File: config.mk
export PLATFORM = sky130hd
export DESIGN_NAME = irq_source_ctrl
export DESIGN_NICKNAME = d
export VERILOG_FILES = /design/src/rtl/irqsrc_pkg.sv /design/src/rtl/irqsrc_cfg_regs.sv /design/src/rtl/irqsrc_select.sv /design/src/rtl/irq_source_ctrl.sv
export SDC_FILE = /design/constraint.sdc
export NUM_CORES = 1
export LEC_CHECK = 0
export BUFFER_PORTS_ARGS = -buffer_cell sky130_fd_sc_hd__buf_2
export CAP_MARGIN = 20
export CORE_MARGIN = 3
export CORE_UTILIZATION = 39
export CTS_CLUSTER_DIAMETER = 50
export DETAILED_ROUTE_END_ITERATION = 8
export REMOVE_ABC_BUFFERS = 1
export SKIP_LAST_GASP = 1
export SYNTH_ARGS = -nofsm -noshare
export SYNTH_HDL_FRONTEND = slang
export SYNTH_SLANG_ARGS = --single-unit
File: constraint.sdc
create_clock -name clk -period 43.4 [get_ports clk]
set_clock_uncertainty 0.1 [all_clocks]
set_input_delay 8.68 -clock clk [delete_from_list [all_inputs] [get_ports clk]]
set_output_delay 8.68 -clock clk [all_outputs]
set_load 0.01 [all_outputs]
File: src/rtl/irqsrc_pkg.sv
package irqsrc_pkg;

    // Width of one priority field and the code that means "masked / nothing"
    localparam int PRIO_W = 8;
    localparam int SRC_W  = 4;
    localparam logic [PRIO_W-1:0] PRIO_MASKED = '1;

    // Byte offset of the first configuration word inside the register window
    localparam int TABLE_BYTE_BASE = 'h800;

    typedef logic [PRIO_W-1:0] prio_t;

    typedef struct packed {
        logic [SRC_W-1:0] src;
        prio_t            prio;
    } pick_t;

    localparam pick_t PICK_IDLE = '{src: '0, prio: PRIO_MASKED};

    // A line takes part in arbitration only when raised and not masked
    function automatic logic eligible(input logic lvl, input prio_t p);
        return lvl && (p != PRIO_MASKED);
    endfunction

    // Keeps the incumbent on a tie, so scanning upward favours low numbers
    function automatic logic beats(input prio_t challenger, input prio_t incumbent);
        return challenger < incumbent;
    endfunction

endpackage

File: src/rtl/irqsrc_cfg_regs.sv
module irqsrc_cfg_regs
    import irqsrc_pkg::*;
#(
    parameter int NUM_SRC = 16,
    parameter int ADDR_W  = 10,
    parameter int DATA_W  = 32
) (
    input  logic                       clk,
    input  logic                       rst,
    input  logic [ADDR_W-1:0]          wb_adr_i,
    input  logic [DATA_W-1:0]          wb_dat_i,
    input  logic [DATA_W/8-1:0]        wb_sel_i,
    input  logic                       wb_cyc_i,
    input  logic                       wb_stb_i,
    input  logic                       wb_we_i,
    output logic [DATA_W-1:0]          wb_dat_o,
    output logic                       wb_ack_o,
    input  logic [NUM_SRC-1:0]         level_i,
    output prio_t [NUM_SRC-1:0]        prio_o
);

    localparam int IDX_W = (NUM_SRC > 1) ? $clog2(NUM_SRC) : 1;
    localparam logic [ADDR_W-1:0] BASE_WORD = ADDR_W'(TABLE_BYTE_BASE / 4);
    localparam logic [ADDR_W-1:0] ENTRIES   = ADDR_W'(NUM_SRC);

    prio_t [NUM_SRC-1:0] prio_q;
    logic                ack_q;
    logic [DATA_W-1:0]   rdata_q;

    logic [ADDR_W-1:0]   rel_word;
    logic                in_table;
    logic [IDX_W-1:0]    idx;
    logic                take;
    logic [DATA_W-1:0]   rd_word;

    assign rel_word = wb_adr_i - BASE_WORD;
    assign in_table = (wb_adr_i >= BASE_WORD) && (rel_word < ENTRIES);
    assign idx      = rel_word[IDX_W-1:0];
    assign take     = wb_cyc_i && wb_stb_i && !ack_q;

    always_comb begin
        rd_word               = '0;
        rd_word[DATA_W-1]     = level_i[idx];
        rd_word[PRIO_W-1:0]   = prio_q[idx];
    end

    always_ff @(posedge clk) begin
        if (rst) begin
            ack_q   <= 1'b0;
            rdata_q <= '0;
            for (int i = 0; i < NUM_SRC; i++) begin
                prio_q[i] <= PRIO_MASKED;
            end
        end else begin
            ack_q   <= take;
            rdata_q <= '0;
            if (take) begin
                if (wb_we_i) begin
                    if (in_table && wb_sel_i[0]) begin
                        prio_q[idx] <= wb_dat_i[PRIO_W-1:0];
                    end
                end else if (in_table) begin
                    rdata_q <= rd_word;
                end
            end
        end
    end

    assign wb_ack_o = ack_q;
    assign wb_dat_o = rdata_q;
    assign prio_o   = prio_q;

    logic unused_bits;
    assign unused_bits = ^{wb_dat_i[DATA_W-1:PRIO_W], wb_sel_i[DATA_W/8-1:1]};

    // the acknowledge is a single-cycle pulse
    p_ack_pulse_r7 : assert property (@(posedge clk) disable iff (rst)
        wb_ack_o |=> !wb_ack_o);

    // an acknowledge is always answering a strobe seen one edge earlier
    p_ack_after_stb_r7 : assert property (@(posedge clk) disable iff (rst)
        wb_ack_o |-> $past(wb_cyc_i && wb_stb_i));

    // a write with the low byte lane disabled leaves the table untouched
    p_sel_gate_r8 : assert property (@(posedge clk) disable iff (rst)
        (take && wb_we_i && !wb_sel_i[0]) |=> $stable(prio_q));

endmodule

File: src/rtl/irqsrc_select.sv
module irqsrc_select
    import irqsrc_pkg::*;
#(
    parameter int NUM_SRC = 16
) (
    input  logic                clk,
    input  logic                rst,
    input  logic [NUM_SRC-1:0]  level_i,
    input  prio_t [NUM_SRC-1:0] prio_i,
    output pick_t               pick_o
);

    pick_t best;
    pick_t pick_q;

    // Upward scan with strict comparison: equal priorities keep the lower number
    always_comb begin
        best = PICK_IDLE;
        for (int i = 0; i < NUM_SRC; i++) begin
            if (eligible(level_i[i], prio_i[i]) && beats(prio_i[i], best.prio)) begin
                best.src  = SRC_W'(i);
                best.prio = prio_i[i];
            end
        end
    end

    always_ff @(posedge clk) begin
        if (rst) begin
            pick_q <= PICK_IDLE;
        end else begin
            pick_q <= best;
        end
    end

    assign pick_o = pick_q;

    // the idle code always pairs priority 0xFF with source zero
    p_idle_src_zero_r5 : assert property (@(posedge clk) disable iff (rst)
        (pick_o.prio == PRIO_MASKED) |-> (pick_o.src == '0));

    // a chosen line is raised and carries the priority that is reported
    p_winner_live_r4 : assert property (@(posedge clk) disable iff (rst)
        (best.prio != PRIO_MASKED) |-> (level_i[best.src] && (prio_i[best.src] == best.prio)));

endmodule

File: src/rtl/irq_source_ctrl.sv
module irq_source_ctrl
    import irqsrc_pkg::*;
#(
    parameter int NUM_SRC = 16,
    parameter int ADDR_W  = 10,
    parameter int DATA_W  = 32
) (
    input  logic                 clk,
    input  logic                 rst,
    input  logic [ADDR_W-1:0]    wb_adr_i,
    input  logic [DATA_W-1:0]    wb_dat_i,
    input  logic [DATA_W/8-1:0]  wb_sel_i,
    input  logic                 wb_cyc_i,
    input  logic                 wb_stb_i,
    input  logic                 wb_we_i,
    output logic [DATA_W-1:0]    wb_dat_o,
    output logic                 wb_ack_o,
    input  logic [NUM_SRC-1:0]   irq_level_i,
    output logic [SRC_W-1:0]     pres_src_o,
    output logic [PRIO_W-1:0]    pres_prio_o
);

    prio_t [NUM_SRC-1:0] prio_tab;
    pick_t               pick;

    irqsrc_cfg_regs #(
        .NUM_SRC (NUM_SRC),
        .ADDR_W  (ADDR_W),
        .DATA_W  (DATA_W)
    ) u_regs (
        .clk      (clk),
        .rst      (rst),
        .wb_adr_i (wb_adr_i),
        .wb_dat_i (wb_dat_i),
        .wb_sel_i (wb_sel_i),
        .wb_cyc_i (wb_cyc_i),
        .wb_stb_i (wb_stb_i),
        .wb_we_i  (wb_we_i),
        .wb_dat_o (wb_dat_o),
        .wb_ack_o (wb_ack_o),
        .level_i  (irq_level_i),
        .prio_o   (prio_tab)
    );

    irqsrc_select #(
        .NUM_SRC (NUM_SRC)
    ) u_select (
        .clk     (clk),
        .rst     (rst),
        .level_i (irq_level_i),
        .prio_i  (prio_tab),
        .pick_o  (pick)
    );

    assign pres_src_o  = pick.src;
    assign pres_prio_o = pick.prio;

endmodule

==> results.md, run 1 <==
- Status: completed
- Area contributors post-synth: dfxtp_1, mux4_2, ha_1
- Final worst slack: approximately 2.8 ns
- First-pass GRT wire length: slightly above 60000 um
- Total of max-cap violations: 0
- Nets@finish: around 1600
- Inserted Clock Buffers: 17
- Clk buf depth: 2
- Syn avg cell area: between 8 and 9 um^2
- Starting Density: between 30% and 40%
- Filler cells: around 3100
- Initial antenna violation count: 0
- GR Util met2: between 30% and 40%
- Sinks on the clock net: 150
- Tightest Pin Transition: 1.11 ns
- Via count: about 11000
- Largest net degree at the start of global routing: between 100 and 150
- Crit Path Category: primary input to flop
- Routed wire length per instance: roughly 20 um
- # IOs: roughly 110
- Tmin final: a little over 40 ns
- CP Launch Type: primary input
- Fin. max-slew vios: 0
- PortBufs: around 60
- First-pass iteration count of the detailed router: 6
- CORE AREA: ~30000 um^2
- Worst-path clk slew: 0.07 ns
- Inserted Diodes: 0
- Synth top cells by count: nand2_1, dfxtp_1, inv_1
- Routed Antenna Nets: 0
- Hold_buf cts: 0
- Total GRT Usage: a little under a quarter
- Routability-driven placement congestion ratio: around 0.94
- P per Cell Area: roughly 24 nW/um^2
- Sequential fraction of the synthesis area: between 20 and 25%
- Synthesized cell area: between 10000 and 15000 um^2
- WP data required: 43.59 ns
- Die area: 33400 um^2
- LEAKAGE: approximately 0.0060 uW
- Initial DRC Count: between 1000 and 1500
- Worst-Skew Late Latency: around 0.44 ns
- Synth Instances: approximately 1500
- CTS H-tree lvls: 4
- CP arrival: 40.82 ns
- Post-synth EDFFs: 0
- Post-synthesis async set-or-reset flop share: 0%
- Crit-path max cell delay: 0.63 ns
- Pre-CTS setup slack: 1.71 ns
- Layer with the highest usage: met2
- Synth-to-Final Area Change: 9.49%
- DP Wirelength: 28900 um
- Std cell rows: 64
- Die width: 183 um
- Root Driver: clkbuf_16
- Critical-path maximum fanout: 21
- Crit-path slowest cell: or3_1
- Register bit total from synthesis: 150
- Yosys cell types: between 90 and 100
- Slew Limit Headroom: 25.6%
- Yosys top cell by area: dfxtp_1
- WL final: 39200 um
- Clock tree from TritonCTS: done
- Worst setup EP type: flop
- Period utilization: between 90% and 100%
- Met3 Use GR: roughly 3.3%
- Setup violators final: 0
- Met1 Usage GRT: between 30% and 40%
- Post-synth top area share: approximately 25%
- Count leader, synth: nand2_1
- Die height: 183 um
- Total congestion overflow: 0
- Via-per-instance ratio: 5.92
- Type of the tightest min-delay check: flop to flop
- Layout cells sized above 1: between 10% and 20%
- Final hold vios: 0
- RSZ-0062 raised after global routing: false
- Residual DRC count: 0
- Setup tns final: 0 ns
- Dominant synthesized flop cell: dfxtp_1
- Vias in the first global route: approximately 11000
- Synth warn: 0
- Fmax: ~25 MHz
- Maximum vdd drop: 0.0000281 V
-- layer usage --
metal / share of wire (%) / wire [um]
met2: 46 / 18200
met4: 1.6 / 613
met3: 6.6 / 2590
met5: 0 / 0
met1: 45 / 17800
-- flip-flops by register name, summed over array words and instances, names as in the netlist --
| signal | flops |
|---|---|
| u_regs.prio_o | 128 |
| u_regs.wb_dat_o | 9 |
| u_select.pick_o | 12 |
| u_regs.wb_ack_o | 1 |
-- cell families after synthesis --
family,count (synthesis),synth area share (%)
and+or+nand+nor,550,21.5
adders and majority gates,89,8.91
AOI/OAI and AO/OA,310,18.2
other,1,0.0308
muxes,171,19.0
DFF,150,24.6
xor gates and xnor gates,6,0.431
buffers and inverters,210,7.41
-- worst paths after layout --
kind,endpoint,from,slack (ns),cells past startpoint
max,u_select.pick_o[3],irq_level_i[0],2.77,143
min,u_regs.prio_o[4],u_regs.prio_o[4],0.42,2
max reg2reg,u_select.pick_o[3],u_regs.prio_o[6],10.95,142
min reg2reg,u_regs.prio_o[4],u_regs.prio_o[4],0.42,2
-- cells in the final DEF (no fill, tap or decap), types with 20 or more instances in the layout --
cell / synthesis / layout
nand4_1: 37 / 37
inv_1: 110 / 110
mux2i_1: 97 / 97
mux4_2: 45 / 45
dfxtp_1: 150 / 150
ha_1: 78 / 78
o211ai_1: 38 / 38
nand3_1: 51 / 51
nor2_1: 86 / 85
a21oi_1: 72 / 72
buf_2: 2 / 62
mux2_2: 27 / 27
o21ai_0: 54 / 54
conb_1: 1 / 23
nor3_1: 20 / 20
nand2_1: 242 / 241
nor2b_1: 42 / 42
-- power breakdown --
part           internal, uW  total, uW  switching, uW
sequential              138        138         0.0372
combinational          4.84       16.2           11.4
clock                  94.5        161           66.5
total                   237        315           78.0
-- layout make-up --
cell class	count	area, um^2	share of cell area (%)
timing repair buffer	74	420	3.15
sequential	150	3000	22.5
clock buffer	20	457	3.42
inverter	111	419	3.14
clock inverter	12	163	1.22
multi-input combinational	1149	8390	62.9
tap	396	495	3.71
-- critical path, delay by kind of cell --
| kind | cells | cell delay, ns |
|---|---|---|
| multiplexers | 5 | 1.72 |
| adder cells (fa/ha/maj) | 15 | 4.38 |
| AO/OA/AOI/OAI | 69 | 16.81 |
| buffers and inverters | 19 | 2.38 |
| AND/OR/NAND/NOR | 35 | 6.73 |
-- stage by stage --
step	cells	power (uW)	instance area (um^2)	utilization [%]	hold WS [ns]
floorplan	1410	147	11800	-	0.360
global placement	1876	156	12700	41.3	0.378
detailed placement	1877	157	12700	41.3	0.408
CTS	1909	317	13300	43.4	0.429
global route	1912	324	13400	43.5	0.456
finish	1912	315	13400	43.5	0.421
-- repair_timing --
item,in CTS,in global routing
resized for setup,0,5
setup buffers,0,2
setup endpoints to repair,0,12
(Power assumes the default switching activity.)
==> run 2: changes to the inputs <==
Settings changed: BUFFER_PORTS_ARGS -buffer_cell sky130_fd_sc_hd__buf_2 to -buffer_cell sky130_fd_sc_hd__clkbuf_2.
==> results.md, run 2 (same netlist as run 1, synthesis figures left out) <==
- Via count: 11257
- Sinks on the clock net: 150
- Fin. max-slew vios: 0
- Clock tree from TritonCTS: done
- Hold path start: u_regs.prio_o[3]
- Synth-to-Final Area Change: 9.41%
- R2R Path Start: u_regs.prio_o[6]
- Crit-path max cell delay: ~0.56 ns
- Crit Path Category: primary input to flop
- CTS H-tree lvls: 4
- Total GRT Usage: around 23%
- LEAKAGE: 0.00603 uW
- Non-filler instance count after layout: 1911
- Setup violators final: 0
- Commonest non-fill, non-tap cells in the layout: nand2_1, dfxtp_1, inv_1
- RSZ-0062 raised after global routing: false
- # IOs: approximately 110
- Status: completed
- Type of the tightest min-delay check: flop to flop
- Worst-Skew Late Latency: 0.45 ns
- Tmin final: slightly above 40 ns
- Initial antenna violation count: 0
- Layout cells sized above 1: 14.1%
- Max reg flops: about 130
- Routability-driven placement congestion ratio: between 0.9 and 1
- Tightest Pin Transition: 1.09 ns
- Crit-path slowest cell: a41oi_4
- Residual DRC count: 0
- Vias in the first global route: between 10000 and 15000
- Inserted Clock Buffers: 17
- PortBufs: slightly above 60
- Largest net degree at the start of global routing: roughly 100
- Routed Antenna Nets: 0
- Period utilization: between 90% and 100%
- Worst setup EP type: flop
- Worst-path clk slew: around 0.070 ns
- Maximum vdd drop: around 0.000029 V
- Total of max-cap violations: 0
- Filler cells: 3063
- Std cell rows: 64
- Critical-path maximum fanout: 21
- CP arrival: between 40 and 50 ns
- P per Cell Area: 23.3 nW/um^2
- Crit path top cell by count: a21oi_1
- WL final: about 40000 um
- Final hold vios: 0
- Clk buf depth: 2
- Setup tns final: 0 ns
- Inserted Diodes: 0
- Fmax: roughly 25 MHz
- Die area: 33400 um^2
- DP Wirelength: about 29000 um
- Inst Count DP: around 1900
- Initial DRC Count: slightly below 900
- CP Launch Type: primary input
- Starting Density: around two fifths
- Nets@finish: ~1600
- CORE AREA: 30700 um^2
- Via-per-instance ratio: slightly below 6
- Commonest non-fill, non-tap cell in the layout: nand2_1
- Worst setup startpoint: irq_level_i[0]
- Slew Limit Headroom: 27.1%
- First-pass GRT wire length: 61000 um
- Total congestion overflow: 0
- Routed wire length per instance: 20.4 um
- Pwr Total: a little over 300 uW
- Die height: 183 um
- First-pass iteration count of the detailed router: 5
- Die width: roughly 180 um
- WP data required: 43.61 ns
- Root Driver: clkbuf_16
## run 2: critical path, delay by kind of cell
kind | cells | cell delay (ns)
AO/OA/AOI/OAI | 69 | 16.79
adder cells (fa/ha/maj) | 15 | 4.34
buffers and inverters | 17 | 2.16
multiplexers | 5 | 1.58
AND/OR/NAND/NOR | 37 | 7.11
## run 2: layer usage
layer / vias up / GRT usage (%) / wire length (um)
met2: 341 / 36.2 / 17600
met1: 5458 / 32.3 / 17800
met5: - / 0 / 0
met3: 70 / 3.67 / 2400
met4: 0 / 8.26 / 1150
li1: 5388 / - / -
## run 2: final cells by class
class	instances	area, um^2	share of cell area, %
Multi-Input combinational cell	1149	8400	63.0
Sequential cell	150	3000	22.5
Tap cell	396	495	3.71
Clock buffer	17	425	3.19
Inverter	111	419	3.14
Timing Repair Buffer	73	413	3.09
Clock inverter	15	185	1.39
## run 2: what timing repair did
| item | in CTS | in global routing |
|---|---|---|
| hold buffers | 0 | 0 |
| setup endpoints to repair | 0 | 12 |
| setup buffers | 0 | 0 |
| resized for setup | 0 | 6 |
## run 2: worst paths after layout
check | end | cells past startpoint | slack (ns)
worst max-delay path | u_select.pick_o[3] | 143 | 2.88
worst min-delay path | u_regs.prio_o[3] | 2 | 0.40
worst max register to register | u_select.pick_o[3] | 142 | 11.08
worst min register to register | u_regs.prio_o[3] | 2 | 0.40
## run 2: where the power goes
group	leakage [uW]	internal, uW	total (uW)	switching (uW)
Clock	0.000299	82.9	156	73.5
Sequential	0.00121	138	138	0.0390
Combinational	0.00451	4.82	16.2	11.4
Total	0.00603	225	310	84.9
## run 2: stage by stage
| step | instance area (um^2) | setup slack, ns | util [%] | hold WS (ns) |
|---|---|---|---|---|
| finish | 13300 | 2.88 | 43.5 | 0.404 |
| global route | 13300 | 0.196 | 43.5 | 0.430 |
| CTS | 13300 | 2.19 | 43.4 | 0.401 |
| detailed placement | 12700 | 1.78 | 41.4 | 0.389 |
| global placement | 12700 | 2.17 | 41.3 | 0.377 |
| floorplan | 11800 | 7.08 | - | 0.360 |
==> run 3: changes to the inputs <==
Settings changed: CTS_BUF_LIST set to sky130_fd_sc_hd__clkbuf_4 sky130_fd_sc_hd__clkbuf_8 sky130_fd_sc_hd__clkbuf_16, CTS_CLUSTER_DIAMETER 50 to 30, GPL_TIMING_DRIVEN set to 0.
==> results.md, run 3 (same netlist as run 1, synthesis figures left out) <==
- # IOs: approximately 110
- Layout cells sized above 1: 14.3%
- Residual DRC count: 0
- Total of max-cap violations: 0
- Commonest non-fill, non-tap cells in the layout: nand2_1, dfxtp_1, inv_1
- Inst Count DP: 1876
- Sinks on the clock net: 150
- Worst setup startpoint: irq_level_i[0]
- Die width: ~180 um
- Clk buf depth: 2
- Sequential share of power: 45.2%
- Worst r2r path cells: around 140
- Total congestion overflow: 0
- Type of the tightest min-delay check: flop to flop
- WP data required: 43.58 ns
- Commonest non-fill, non-tap cell in the layout: nand2_1
- Worst-Skew Late Latency: around 0.45 ns
- Pre-CTS setup slack: 1.51 ns
- Synth-to-Final Area Change: 9.62%
- Die area: 33400 um^2
- Die height: 183 um
- Clock tree from TritonCTS: done
- Clock share of power: between 40 and 50%
- Max reg flops: about 130
- First-pass GRT wire length: between 60000 and 70000 um
- Fmax: about 25 MHz
- Inserted Diodes: 0
- Crit-path slowest cell: or3_1
- Total GRT Usage: about 23%
- Internal: 219 uW
- Final worst slack: between 2 and 3 ns
- Sw power: between 80 and 90 uW
- Via count: 11377
- Period utilization: 93.7%
- Reg-to-Reg End: u_select.pick_o[3]
- Root Driver: clkbuf_16
- Routability-driven placement congestion ratio: ~0.93
- Tmin final: 40.68 ns
- Finished Core Util: between 40% and 50%
- R2R Path Start: u_regs.prio_o[6]
- CP Launch Type: primary input
- Std cell rows: 64
- Critical-path maximum fanout: 21
- WL final: just under 40000 um
- Non-filler instance count after layout: 1914
- Via-per-instance ratio: just under 6
- DP Wirelength: 29000 um
- Slew Limit Headroom: 26.7%
- CORE AREA: slightly above 30000 um^2
- Largest net degree at the start of global routing: between 80 and 90
- Pwr Total: between 300 and 400 uW
- Setup violators final: 0
- Routed Antenna Nets: 0
- Routed wire length per instance: between 20 and 25 um
- Inserted Clock Buffers: 17
- Maximum vdd drop: approximately 0.000029 V
- Crit-path max cell delay: 0.62 ns
- P per Cell Area: roughly 23 nW/um^2
- Nets@finish: about 1700
- Switching power share of the total: between 20 and 30%
- PortBufs: 61
- Starting Density: between 30% and 40%
- Worst setup EP type: flop
- R2R setup slack: approximately 11 ns
- Initial DRC Count: between 1000 and 1500
- Tightest Pin Transition: between 1 and 1.5 ns
- Crit path top cell by count: a21oi_1
- CP arrival: 40.87 ns
- CTS H-tree lvls: 4
- Fin. max-slew vios: 0
- Comb power frac: under 10%
- Crit Path Category: primary input to flop
- Initial antenna violation count: 1
- Vias in the first global route: around 11000
- LEAKAGE: around 0.0060 uW
- Worst-path clk slew: roughly 0.07 ns
- Status: completed
- First-pass iteration count of the detailed router: 6
- End point of the critical path: u_select.pick_o[3]
- Final hold vios: 0
run 3: cell types whose count changed in the layout (fill, tap and decap cells not counted), sizes merged:
cell / delta
buf: +3
clkinvlp: +2
bufinv: -1
inv: -1
run 3: per-layer routing:
| layer | GRT usage [%] | wire length [um] | up-vias |
|---|---|---|---|
| met1 | 31.9 | 17700 | 5491 |
| met3 | 5.06 | 2820 | 60 |
| met4 | 7.53 | 1090 | 2 |
| met2 | 35.8 | 17600 | 419 |
| met5 | 0 | 13 | - |
| li1 | - | - | 5405 |
run 3: metrics by stage:
| stage | area [um^2] | TNS (ns) | hold slack (ns) |
|---|---|---|---|
| 2_1_floorplan | 11800 | 0 | 0.360 |
| 3_3_place_gp | 12600 | 0 | 0.376 |
| 3_5_place_dp | 12700 | 0 | 0.388 |
| 4_1_cts | 13300 | 0 | 0.402 |
| 5_1_grt | 13400 | -0.0235 | 0.434 |
| 6_report | 13400 | 0 | 0.408 |
run 3: worst max-delay path: cells and delay by family:
kind	cells	cell delay [ns]
multiplexers	5	1.71
AO/OA/AOI/OAI	69	16.82
adder cells (fa/ha/maj)	15	4.38
buffers and inverters	17	2.07
AND/OR/NAND/NOR	36	7.05
run 3: power by group through the flow:
stage / logic [uW] / registers [uW] / clock network [uW]
after floorplan: 5.74 / 141 / 0
after global placement: 15.5 / 141 / 0
after detailed placement: 16.2 / 141 / 0
after CTS: 16.2 / 138 / 154
after global routing: 17.2 / 138 / 159
final: 16.3 / 138 / 151
run 3: area by class of cell:
type / instances / area (um^2)
clock buffers: 17 / 425
clock inverters: 15 / 160
fillers: 3042 / 17300
inverters: 111 / 419
multi-input cells: 1149 / 8410
flip-flops and latches: 150 / 3000
well taps: 396 / 495
repair buffers: 76 / 455
run 3: how the worst min path moves through the flow:
stage               slack (ns)  depth (start not counted)          endpoint              from
finish                    0.41                          2  u_regs.prio_o[3]  u_regs.prio_o[3]
global route              0.43                          2  u_regs.prio_o[3]  u_regs.prio_o[3]
CTS                       0.40                          2  u_regs.prio_o[3]  u_regs.prio_o[3]
detailed placement        0.39                          2  u_regs.prio_o[3]  u_regs.prio_o[3]
global placement          0.38                          2  u_regs.prio_o[3]  u_regs.prio_o[3]
floorplan                 0.36                          2  u_regs.prio_o[3]  u_regs.prio_o[3]
run 3: timing repair:
action                                  CTS  global route
buffers inserted                          0             5
hold buffers                              0             0
endpoints found under the setup margin    0            12
resized for setup                         0             5
